### src/rtl/dio_pkg.sv
package dio_pkg;

  // Raw pin levels of the four active-low controls (1 = high = inactive).
  typedef struct packed {
    logic ras;
    logic cas;
    logic we;
    logic oe;
  } ctl_t;

  localparam ctl_t CTL_IDLE = '{ras: 1'b1, cas: 1'b1, we: 1'b1, oe: 1'b1};

  // Edge flags derived from two consecutive samples.
  typedef struct packed {
    logic ras_fall;
    logic ras_rise;
    logic cas_fall;
    logic we_fall;
  } edge_t;

endpackage

### src/rtl/dio_sample.sv
module dio_sample
  import dio_pkg::*;
#(
  parameter int DW = 16
) (
  input  logic          clk,
  input  logic          rst_q,
  input  ctl_t          pin_ctl,
  input  logic [DW-1:0] pin_dq,
  output ctl_t          cur,
  output edge_t         edg,
  output logic [DW-1:0] cur_dq
);

  localparam int VLD_W = 2;

  ctl_t             smp_q, smp_d;
  ctl_t             prv_q, prv_d;
  logic [DW-1:0]    dq_q, dq_d;
  logic [VLD_W-1:0] vld_q, vld_d;
  logic             cmp_ok;

  // next state
  always_comb begin
    smp_d = pin_ctl;
    prv_d = smp_q;
    dq_d  = pin_dq;
    vld_d = {vld_q[VLD_W-2:0], 1'b1};
  end

  // registers
  always_ff @(posedge clk or negedge rst_q) begin
    if (!rst_q) begin
      smp_q <= CTL_IDLE;
      prv_q <= CTL_IDLE;
      dq_q  <= '0;
      vld_q <= '0;
    end else begin
      smp_q <= smp_d;
      prv_q <= prv_d;
      dq_q  <= dq_d;
      vld_q <= vld_d;
    end
  end

  // Edges only count once both sample registers hold real pin values.
  assign cmp_ok = vld_q[VLD_W-1];

  always_comb begin
    edg.ras_fall = cmp_ok &  prv_q.ras & ~smp_q.ras;
    edg.ras_rise = cmp_ok & ~prv_q.ras &  smp_q.ras;
    edg.cas_fall = cmp_ok &  prv_q.cas & ~smp_q.cas;
    edg.we_fall  = cmp_ok &  prv_q.we  & ~smp_q.we;
  end

  assign cur    = smp_q;
  assign cur_dq = dq_q;

endmodule

### src/rtl/dio_track.sv
module dio_track
  import dio_pkg::*;
(
  input  logic  clk,
  input  logic  rst_q,
  input  ctl_t  cur,
  input  edge_t edg,
  output logic  drive_nx,
  output logic  load_nx,
  output logic  strobe_nx
);

  logic cyc_q, cyc_d;
  logic path_q, path_d;
  logic early_q, early_d;
  logic live_q, live_d;
  logic hold_q, hold_d;

  // next state
  always_comb begin
    // Row cycle opens only on a seen fall, closes on a high level.
    if (edg.ras_fall)
      cyc_d = 1'b1;
    else if (cur.ras)
      cyc_d = 1'b0;
    else
      cyc_d = cyc_q;

    // Column path open while the cycle is open and the column strobe is low.
    path_d = cyc_d & ~cur.cas;

    // Write enable already low at the moment the path opens: early write.
    early_d = path_d & (early_q | (~path_q & ~cur.we));

    live_d = path_d & cur.we & ~cur.oe & ~early_d;

    // Row strobe rising under a driven output freezes the word.
    hold_d = ~cur.cas & ~cyc_d & (hold_q | (edg.ras_rise & live_q));
  end

  // registers
  always_ff @(posedge clk or negedge rst_q) begin
    if (!rst_q) begin
      cyc_q   <= 1'b0;
      path_q  <= 1'b0;
      early_q <= 1'b0;
      live_q  <= 1'b0;
      hold_q  <= 1'b0;
    end else begin
      cyc_q   <= cyc_d;
      path_q  <= path_d;
      early_q <= early_d;
      live_q  <= live_d;
      hold_q  <= hold_d;
    end
  end

  assign drive_nx  = live_d | (hold_d & ~cur.oe);
  assign load_nx   = live_d;
  assign strobe_nx = cyc_d & ((edg.cas_fall & ~cur.we) | (edg.we_fall & ~cur.cas));

endmodule

### src/rtl/dio_out_stage.sv
module dio_out_stage #(
  parameter int DW = 16
) (
  input  logic          clk,
  input  logic          rst_q,
  input  logic          drive_nx,
  input  logic          load_nx,
  input  logic          strobe_nx,
  input  logic [DW-1:0] rd_data,
  input  logic [DW-1:0] cur_dq,
  output logic          dq_oe,
  output logic [DW-1:0] dq_out,
  output logic          wr_stb,
  output logic [DW-1:0] wr_data
);

  logic          oe_q;
  logic          stb_q;
  logic [DW-1:0] out_q;
  logic [DW-1:0] wd_q;

  // control flags
  always_ff @(posedge clk or negedge rst_q) begin
    if (!rst_q) begin
      oe_q  <= 1'b0;
      stb_q <= 1'b0;
    end else begin
      oe_q  <= drive_nx;
      stb_q <= strobe_nx;
    end
  end

  // read word: loads only while live, so it freezes otherwise
  always_ff @(posedge clk or negedge rst_q) begin
    if (!rst_q)
      out_q <= '0;
    else if (load_nx)
      out_q <= rd_data;
  end

  // write word: captured with the strobe
  always_ff @(posedge clk or negedge rst_q) begin
    if (!rst_q)
      wd_q <= '0;
    else if (strobe_nx)
      wd_q <= cur_dq;
  end

  assign dq_oe   = oe_q;
  assign wr_stb  = stb_q;
  assign dq_out  = out_q;
  assign wr_data = wd_q;

endmodule

### src/rtl/dio_gate.sv
module dio_gate
  import dio_pkg::*;
#(
  parameter int DW         = 16,
  parameter int RST_STAGES = 2
) (
  input  logic          clk,
  input  logic          rst_n,
  input  logic          ras_n,
  input  logic          cas_n,
  input  logic          we_n,
  input  logic          oe_n,
  input  logic [DW-1:0] dq_in,
  input  logic [DW-1:0] rd_data,
  output logic [DW-1:0] dq_out,
  output logic          dq_oe,
  output logic          wr_stb,
  output logic [DW-1:0] wr_data
);

  logic [RST_STAGES-1:0] rst_sync;
  logic                  rst_q;

  // Reset synchronizer: asserts at once, releases on the clock.
  genvar g;
  generate
    for (g = 0; g < RST_STAGES; g++) begin : g_rst
      always_ff @(posedge clk or negedge rst_n) begin
        if (!rst_n)
          rst_sync[g] <= 1'b0;
        else if (g == 0)
          rst_sync[g] <= 1'b1;
        else
          rst_sync[g] <= rst_sync[(g == 0) ? 0 : g-1];
      end
    end
  endgenerate

  assign rst_q = rst_sync[RST_STAGES-1];

  ctl_t          pin_ctl;
  ctl_t          cur;
  edge_t         edg;
  logic [DW-1:0] cur_dq;
  logic          drive_nx, load_nx, strobe_nx;
  logic          s_ras, s_cas, s_we, s_oe;

  assign pin_ctl = '{ras: ras_n, cas: cas_n, we: we_n, oe: oe_n};

  dio_sample #(.DW(DW)) u_sample (
    .clk     (clk),
    .rst_q   (rst_q),
    .pin_ctl (pin_ctl),
    .pin_dq  (dq_in),
    .cur     (cur),
    .edg     (edg),
    .cur_dq  (cur_dq)
  );

  dio_track u_track (
    .clk       (clk),
    .rst_q     (rst_q),
    .cur       (cur),
    .edg       (edg),
    .drive_nx  (drive_nx),
    .load_nx   (load_nx),
    .strobe_nx (strobe_nx)
  );

  dio_out_stage #(.DW(DW)) u_out (
    .clk       (clk),
    .rst_q     (rst_q),
    .drive_nx  (drive_nx),
    .load_nx   (load_nx),
    .strobe_nx (strobe_nx),
    .rd_data   (rd_data),
    .cur_dq    (cur_dq),
    .dq_oe     (dq_oe),
    .dq_out    (dq_out),
    .wr_stb    (wr_stb),
    .wr_data   (wr_data)
  );

  // Sampled levels brought out for the bound checker.
  assign s_ras = cur.ras;
  assign s_cas = cur.cas;
  assign s_we  = cur.we;
  assign s_oe  = cur.oe;

endmodule

### config.mk
export PLATFORM = sky130hd
export DESIGN_NAME = dio_gate
export DESIGN_NICKNAME = d
export VERILOG_FILES = /design/src/rtl/dio_pkg.sv /design/src/rtl/dio_sample.sv /design/src/rtl/dio_track.sv /design/src/rtl/dio_out_stage.sv /design/src/rtl/dio_gate.sv
export SDC_FILE = /design/constraint.sdc
export NUM_CORES = 1
export LEC_CHECK = 0
export ABC_AREA = 1
export BUFFER_PORTS_ARGS = -buffer_cell sky130_fd_sc_hd__clkbuf_2
export CAP_MARGIN = 20
export CORE_ASPECT_RATIO = 0.5
export CORE_UTILIZATION = 45
export CTS_CLUSTER_SIZE = 10
export DETAILED_ROUTE_END_ITERATION = 10
export GPL_TIMING_DRIVEN = 0
export PLACE_DENSITY = 0.74
export SETUP_SLACK_MARGIN = 0.15
export SLEW_MARGIN = 20
export SYNTH_ARGS = -nofsm -noshare
export SYNTH_HDL_FRONTEND = slang
export SYNTH_SLANG_ARGS = --single-unit
### constraint.sdc
create_clock -name clk -period 1.9 [get_ports clk]
set_input_delay 0.38 -clock clk [delete_from_list [all_inputs] [get_ports clk]]
set_output_delay 0.38 -clock clk [all_outputs]
set_load 0.01 [all_outputs]
==> metrics.md, run 1 <==
| Metric | Value |
|---|---|
| Critical path, cell by cell | `nand2_1, a21oi_4, nand3_4, buf_6, nand2_1, nand2_1` |
| Routed WL | `4460 um` |
| Layout cells sized above 1 | `36.3%` |
| Antenna violation net count after detailed routing | `0` |
| #FFs+latches synth | `66` |
| Die Y | `53.1 um` |
| Switching pwr | `0.938 mW` |
| Most frequent CP cell | `nand2_1` |
| DP HPWL | `3170 um` |
| Pwr dens | `1130 nW/um^2` |
| CP peak stage delay | `0.53 ns` |
| Most frequent cells in the layout | `71 x nand2_1, 71 x clkbuf_2, 58 x dfrtp_1` |
| Worst Path Arrival | `1.81 ns` |
| Slew @ Worst Pin | `0.788 ns` |
| Clk slew on worst S/H paths | `0.07 ns` |
| HP Class | `in2reg` |
| Accumulated negative setup slack | `0 ns` |
| Tcrit/Tclk final | `83.4%` |
| Post-CTS Setup Inserts | `0` |
| WL/cell | `12.3 um` |
| Post-synthesis xor/xnor area fraction | `0%` |
| Worst-skew pair later-pin latency | `0.33 ns` |
| Syn avg cell area | `11.6 um^2` |
| Synthesized area | `2350 um^2` |
| Via count | `1680` |
| Vias in the first global route | `1490` |
| Share of the yosys chip area belonging to registers | `70.8%` |
| Period minus WS final | `1.58 ns` |
| Sequential share of power | `51.9%` |
| CP Buf/Inv Count | `1` |
| Fraction of synthesized area in multiplexers | `0%` |
| CTS Sinks | `66` |
| First-pass GRT wire length | `6960 um` |
| IO Count | `72` |
| Library cells used by synthesis | `18` |
| CP endpoint kind | `flop` |
| Starting density of the core | `47.1%` |
| Leak | `1.61 nW` |
| Worst-path maximum fanout | `10` |
| Largest net degree at the start of global routing | `65` |
| Residual DRC count | `0` |
| Worst VDD drop | `0.000497 V` |
| Switch share | `27.7%` |
| Max_slew headroom | `47.5%` |
| Setup violators final | `0` |
| Layout area overhead | `27.6%` |
| Num CTS Buffers | `9` |
| Post-synthesis compound-gate area fraction | `0.907%` |
| Largest family of logic cells by synthesized area | `simple AND/OR/NAND/NOR gates` |
| Starting DRC count in detailed routing | `25` |
| Critical path launch point type | `flop` |
| Post-Synth Adder-Cell Area | `0%` |
| Power Total | `3.39 mW` |
| Rows | `18` |
| Cell count after synthesis | `203` |
| Status | `finished, final reports clean` |
| Gr usage total | `17.5%` |
| Cell internal pwr | `2.45 mW` |
| Core area | `4980 um^2` |
| Fin. Hold Viols | `0` |
| Routability congestion estimate from global placement | `0.717` |
| Max Slew Vio Count | `0` |
| Synth Warn # | `0` |
| Share of total power in combinational logic | `15.9%` |
| Clock Skews | `0.00822 ns` |
| CTS max path bufs | `2` |
| CP max stage cell | `dfstp_2` |
| Antenna violations before repair | `0` |
| RSZ-0062 raised after global routing | `false` |
| WS Path Type | `reg2reg` |
| # resized after CTS | `0` |
| IO buf count | `71` |
| Via density | `4.64` |
| Total Nets Final | `325` |
| Total gr overflow | `0` |
| Fmax achieved | `631 MHz` |
| CTS tree | `yes` |
| DR pass1 iterations | `4` |
| H-tree lvl count | `3` |
| Clock Tree Root | `clkbuf_8` |
| N_diodes | `0` |
| Utilization after layout | `60.1%` |
| Max cap viols | `0` |
| Simple-Gate Fraction of Synth Area | `23.6%` |
| Die width | `104 um` |
| Clk pwr share | `32.2%` |
| Die ar. | `5520 um^2` |
| Required @ worst endpoint | `2.12 ns` |
| Top delay family on crit path | `flip-flops` |
-- registers in the layout (all words and copies together), names as in the netlist --
| signal | flops |
|---|---|
| rst_q | 1 |
| rst_sync | 1 |
| u_out.dq_oe | 1 |
| u_out.dq_out | 16 |
| u_out.wr_data | 16 |
| u_out.wr_stb | 1 |
| u_sample.cur | 4 |
| u_sample.cur_dq | 16 |
| u_sample.prv_q | 3 |
| u_sample.vld_q | 2 |
| u_track.cyc_q | 1 |
| u_track.early_q | 1 |
| u_track.hold_q | 1 |
| u_track.live_q | 1 |
| u_track.path_q | 1 |
-- power by group through the flow --
| stage | Combinational, mW | Sequential [mW] | Clock (mW) |
|---|---|---|---|
| floorplan | 0.186 | 1.85 | 0 |
| global placement | 0.528 | 1.77 | 0 |
| detailed placement | 0.546 | 1.79 | 0 |
| CTS | 0.548 | 1.76 | 1.12 |
| global route | 0.607 | 1.79 | 1.20 |
| finish | 0.538 | 1.76 | 1.09 |
-- cell families after synthesis --
| logic type | count (synthesis) |
|---|---|
| and+or+nand+nor | 114 |
| DFF | 66 |
| buffers and inverters | 20 |
| AOI/OAI and AO/OA | 2 |
| other | 1 |
-- metrics by stage --
step	std cells	hold slack [ns]	instance area [um^2]	setup slack (ns)
2_1_floorplan	204	0.0844	2350	0.506
3_3_place_gp	345	0.165	2790	0.377
3_5_place_dp	345	0.168	2800	0.324
4_1_cts	362	0.108	2990	0.299
5_1_grt	362	0.109	2990	0.215
6_report	362	0.129	2990	0.315
-- path summary, 6_finish.rpt --
check,start,endpoint,slack [ns],cells past startpoint
worst max-delay path,u_sample.prv_q[3],u_out.dq_out[10],0.32,6
worst min-delay path,we_n,u_sample.cur[1],0.13,1
worst max register to register,u_sample.prv_q[3],u_out.dq_out[10],0.32,6
worst min register to register,rst_sync[0],rst_q,0.35,0
max in group asynchronous,rst_q,u_out.wr_data[5],0.96,0
min in group asynchronous,rst_n,rst_q,0.36,2
-- cell type report --
type | count | area [um^2]
plain buffers | 10 | 68.8
clock buffers | 11 | 131
clock inverters | 5 | 55.1
fillers | 425 | 1980
inverters | 10 | 37.5
multi-input cells | 118 | 583
flip-flops and latches | 66 | 1660
well taps | 70 | 87.6
repair buffers | 72 | 365
-- Yosys cell counts --
| master | instances | area (um^2) |
|---|---|---|
| buf_6 | 2 | 22.5 |
| clkbuf_1 | 3 | 11.3 |
| buf_2 | 1 | 5.00 |
| buf_4 | 4 | 30.0 |
| nor3_4 | 1 | 16.3 |
| a21oi_4 | 1 | 16.3 |
| nand3_1 | 1 | 5.00 |
| dfrtp_1 | 59 | 1480 |
| nand4_1 | 33 | 206 |
| nand3_4 | 2 | 35.0 |
| inv_1 | 9 | 33.8 |
| nor2_2 | 1 | 6.26 |
| a21oi_1 | 1 | 5.00 |
| nand2_1 | 71 | 267 |
| nor2_1 | 5 | 18.8 |
| conb_1 | 1 | 3.75 |
| inv_2 | 1 | 3.75 |
| dfstp_2 | 7 | 184 |
-- layer usage --
metal / track usage [%] / routed length, um / vias up
met4: 6.43 / 36 / 0
met2: 28.4 / 2290 / 37
li1: - / - / 835
met5: 0 / 0 / -
met3: 7.64 / 232 / 6
met1: 21.2 / 1900 / 802
-- what timing repair did --
item | in CTS | in global routing
hold endpoints to repair | 2 | 0
hold buffers | 1 | 0
endpoints found under the setup margin | 0 | 0
Note: power is estimated with default switching activity, not from simulation.
==> run 2, diff against run 1 <==
Settings changed: CORE_UTILIZATION 45 to 50, PLACE_DENSITY 0.74 to 0.78.
Clock period 1.9 ns to 1.46 ns, I/O delays scaled along.
==> run 2 against run 1 <==
  * The flow now finishes with violations (negative setup slack)
  * Clock power up 37%
  * Utilization up 15 points
  * Worst hold slack worse by 0.11 ns
  * Routed wire length up 28%
  * Clock-buffer cell count unchanged
  * Non-clock buffer count up 17
==> metrics.md, run 2 (synthesized netlist as in run 1, its figures left out) <==
| Metric | Value |
|---|---|
| Status | `complete, but fails checks` |
| Failing checks | `negative setup slack` |
| DR pass1 iterations | `4` |
| Starting DRC count in detailed routing | `115` |
| DP Worst Slack | `-0.0961 ns` |
| Max_slew headroom | `47.2%` |
| CTS Sinks | `66` |
| Total gr overflow | `0` |
| H-tree lvl count | `3` |
| Switch share | `29.1%` |
| Period minus WS final | `1.47 ns` |
| Core area | `4450 um^2` |
| CTS tree | `yes` |
| Slew @ Worst Pin | `0.791 ns` |
| First-pass GRT wire length | `8620 um` |
| Antenna violation net count after detailed routing | `0` |
| Share of total power in combinational logic | `18.8%` |
| Sequential share of power | `49.7%` |
| IO Count | `72` |
| IO buf count | `71` |
| Die Y | `50.4 um` |
| WL/cell | `15.6 um` |
| DP HPWL | `3110 um` |
| HP Class | `in2reg` |
| N_diodes | `0` |
| Layout area overhead | `42.0%` |
| Num CTS Buffers | `9` |
| Max Slew Vio Count | `0` |
| Routed WL | `5700 um` |
| Max cap viols | `0` |
| WS Path Type | `reg2reg` |
| Die width | `98.9 um` |
| Fmax achieved | `682 MHz` |
| Clock Skews | `0.00794 ns` |
| Via density | `5.08` |
| Most common cell after layout, fill and taps aside | `clkbuf_2` |
| Starting density of the core | `52.8%` |
| Hold path start | `we_n` |
| Antenna violations before repair | `0` |
| Routability congestion estimate from global placement | `0.707` |
| Clk pwr share | `31.5%` |
| Switching pwr | `1.38 mW` |
| Tcrit/Tclk final | `100%` |
| Rows | `17` |
| Worst-path maximum fanout | `5` |
| CP endpoint kind | `flop` |
| Critical path launch point type | `flop` |
| DR WL met2 | `2980 um` |
| CP Launch Point | `u_sample.prv_q[3]` |
| Most frequent cells in the layout | `72 x clkbuf_2, 58 x dfrtp_1, 33 x nand4_1` |
| Fin. Hold Viols | `0` |
| Largest net degree at the start of global routing | `65` |
| Setup violators final | `2` |
| Gr usage total | `24.0%` |
| Required @ worst endpoint | `1.69 ns` |
| Leak | `1.74 nW` |
| Routed met3 length | `298 um` |
| Met1 wire length | `2270 um` |
| Reg-to-reg critical path startpoint | `u_sample.prv_q[3]` |
| Utilization after layout | `74.9%` |
| Worst VDD drop | `0.000776 V` |
| Cell internal pwr | `3.36 mW` |
| Total Nets Final | `342` |
| CTS max path bufs | `2` |
| Uppermost routed layer | `met4` |
| Layout cells sized above 1 | `54.0%` |
| Pwr dens | `1420 nW/um^2` |
| RSZ-0062 raised after global routing | `true` |
| Via count | `1861` |
| Die ar. | `4990 um^2` |
| Vias in the first global route | `1854` |
| Worst Slack Setup Final | `-0.00704 ns` |
| Clk slew on worst S/H paths | `0.07 ns` |
| Clock Tree Root | `clkbuf_8` |
| Residual DRC count | `0` |
| Worst-skew pair later-pin latency | `0.34 ns` |
| Worst Path Arrival | `1.70 ns` |
run 2: changes by cell type in the layout (fill, tap and decap cells not counted), moves of 3 or more:
cell,delta
nand2_2,+32
inv_1,-3
nand2_1,-39
buf_4,+9
buf_6,+5
inv_2,+3
nand2_4,+7
run 2: worst paths after layout:
kind	depth (start not counted)	slack [ns]	endpoint
min reg2reg	0	0.35	rst_q
max	7	-0.007	u_out.dq_out[14]
max reg2reg	7	-0.007	u_out.dq_out[14]
min	1	0.02	u_sample.cur[1]
max in group asynchronous	0	0.52	u_out.dq_oe
min in group asynchronous	2	0.26	rst_sync[0]
run 2: per-layer routing:
| metal | vias up | GRT usage, % |
|---|---|---|
| met5 | - | 0 |
| met4 | 0 | 8.71 |
| met1 | 907 | 26.3 |
| met2 | 64 | 42.0 |
| li1 | 870 | - |
| met3 | 20 | 10.6 |
run 2: stage by stage:
stage          area (um^2)  hold WS, ns  std cells  setup TNS (ns)  power, mW
3_3_place_gp          2780       0.0774        332          -0.679       2.99
5_1_grt               3330      0.00596        366          -0.916       4.96
2_1_floorplan         2350     -0.00359        204               0       2.65
3_5_place_dp          2780       0.0804        332           -1.25       3.02
6_report              3330       0.0201        366        -0.00708       4.73
4_1_cts               3230       0.0155        365               0       4.62
run 2: cell type report:
cell class                      count  area (um^2)
Clock buffer                       11          141
Sequential cell                    66         1660
Fill cell                         274         1110
Tap cell                           57         71.3
Multi-Input combinational cell    118          721
Timing Repair Buffer               89          562
Clock inverter                      5         53.8
Inverter                           10         37.5
Buffer                             10         80.1
run 2: critical path, stage by stage, from the launching register on:
cell	delay [ns]
dfstp_2	0.53
nand2_2	0.07
a21oi_4	0.19
buf_12	0.14
nand3_4	0.13
buf_12	0.19
nand2_4	0.05
nand2_1	0.05
run 2: power by group through the flow:
stage / Clock, mW / Sequential (mW) / Combinational (mW)
after floorplan: 0 / 2.41 / 0.243
after global placement: 0 / 2.30 / 0.684
after detailed placement: 0 / 2.32 / 0.704
after CTS: 1.51 / 2.31 / 0.793
after global routing: 1.61 / 2.38 / 0.966
final: 1.49 / 2.35 / 0.888
run 2: repair_timing:
item / in CTS / in global routing
resized for setup: 29 / 32
endpoints found under the setup margin: 36 / 37
pin swaps: 4 / 4
gates cloned: 3 / 0
endpoints found under the hold margin: 2 / 0
hold buffers: 1 / 0
setup buffers: 13 / 1
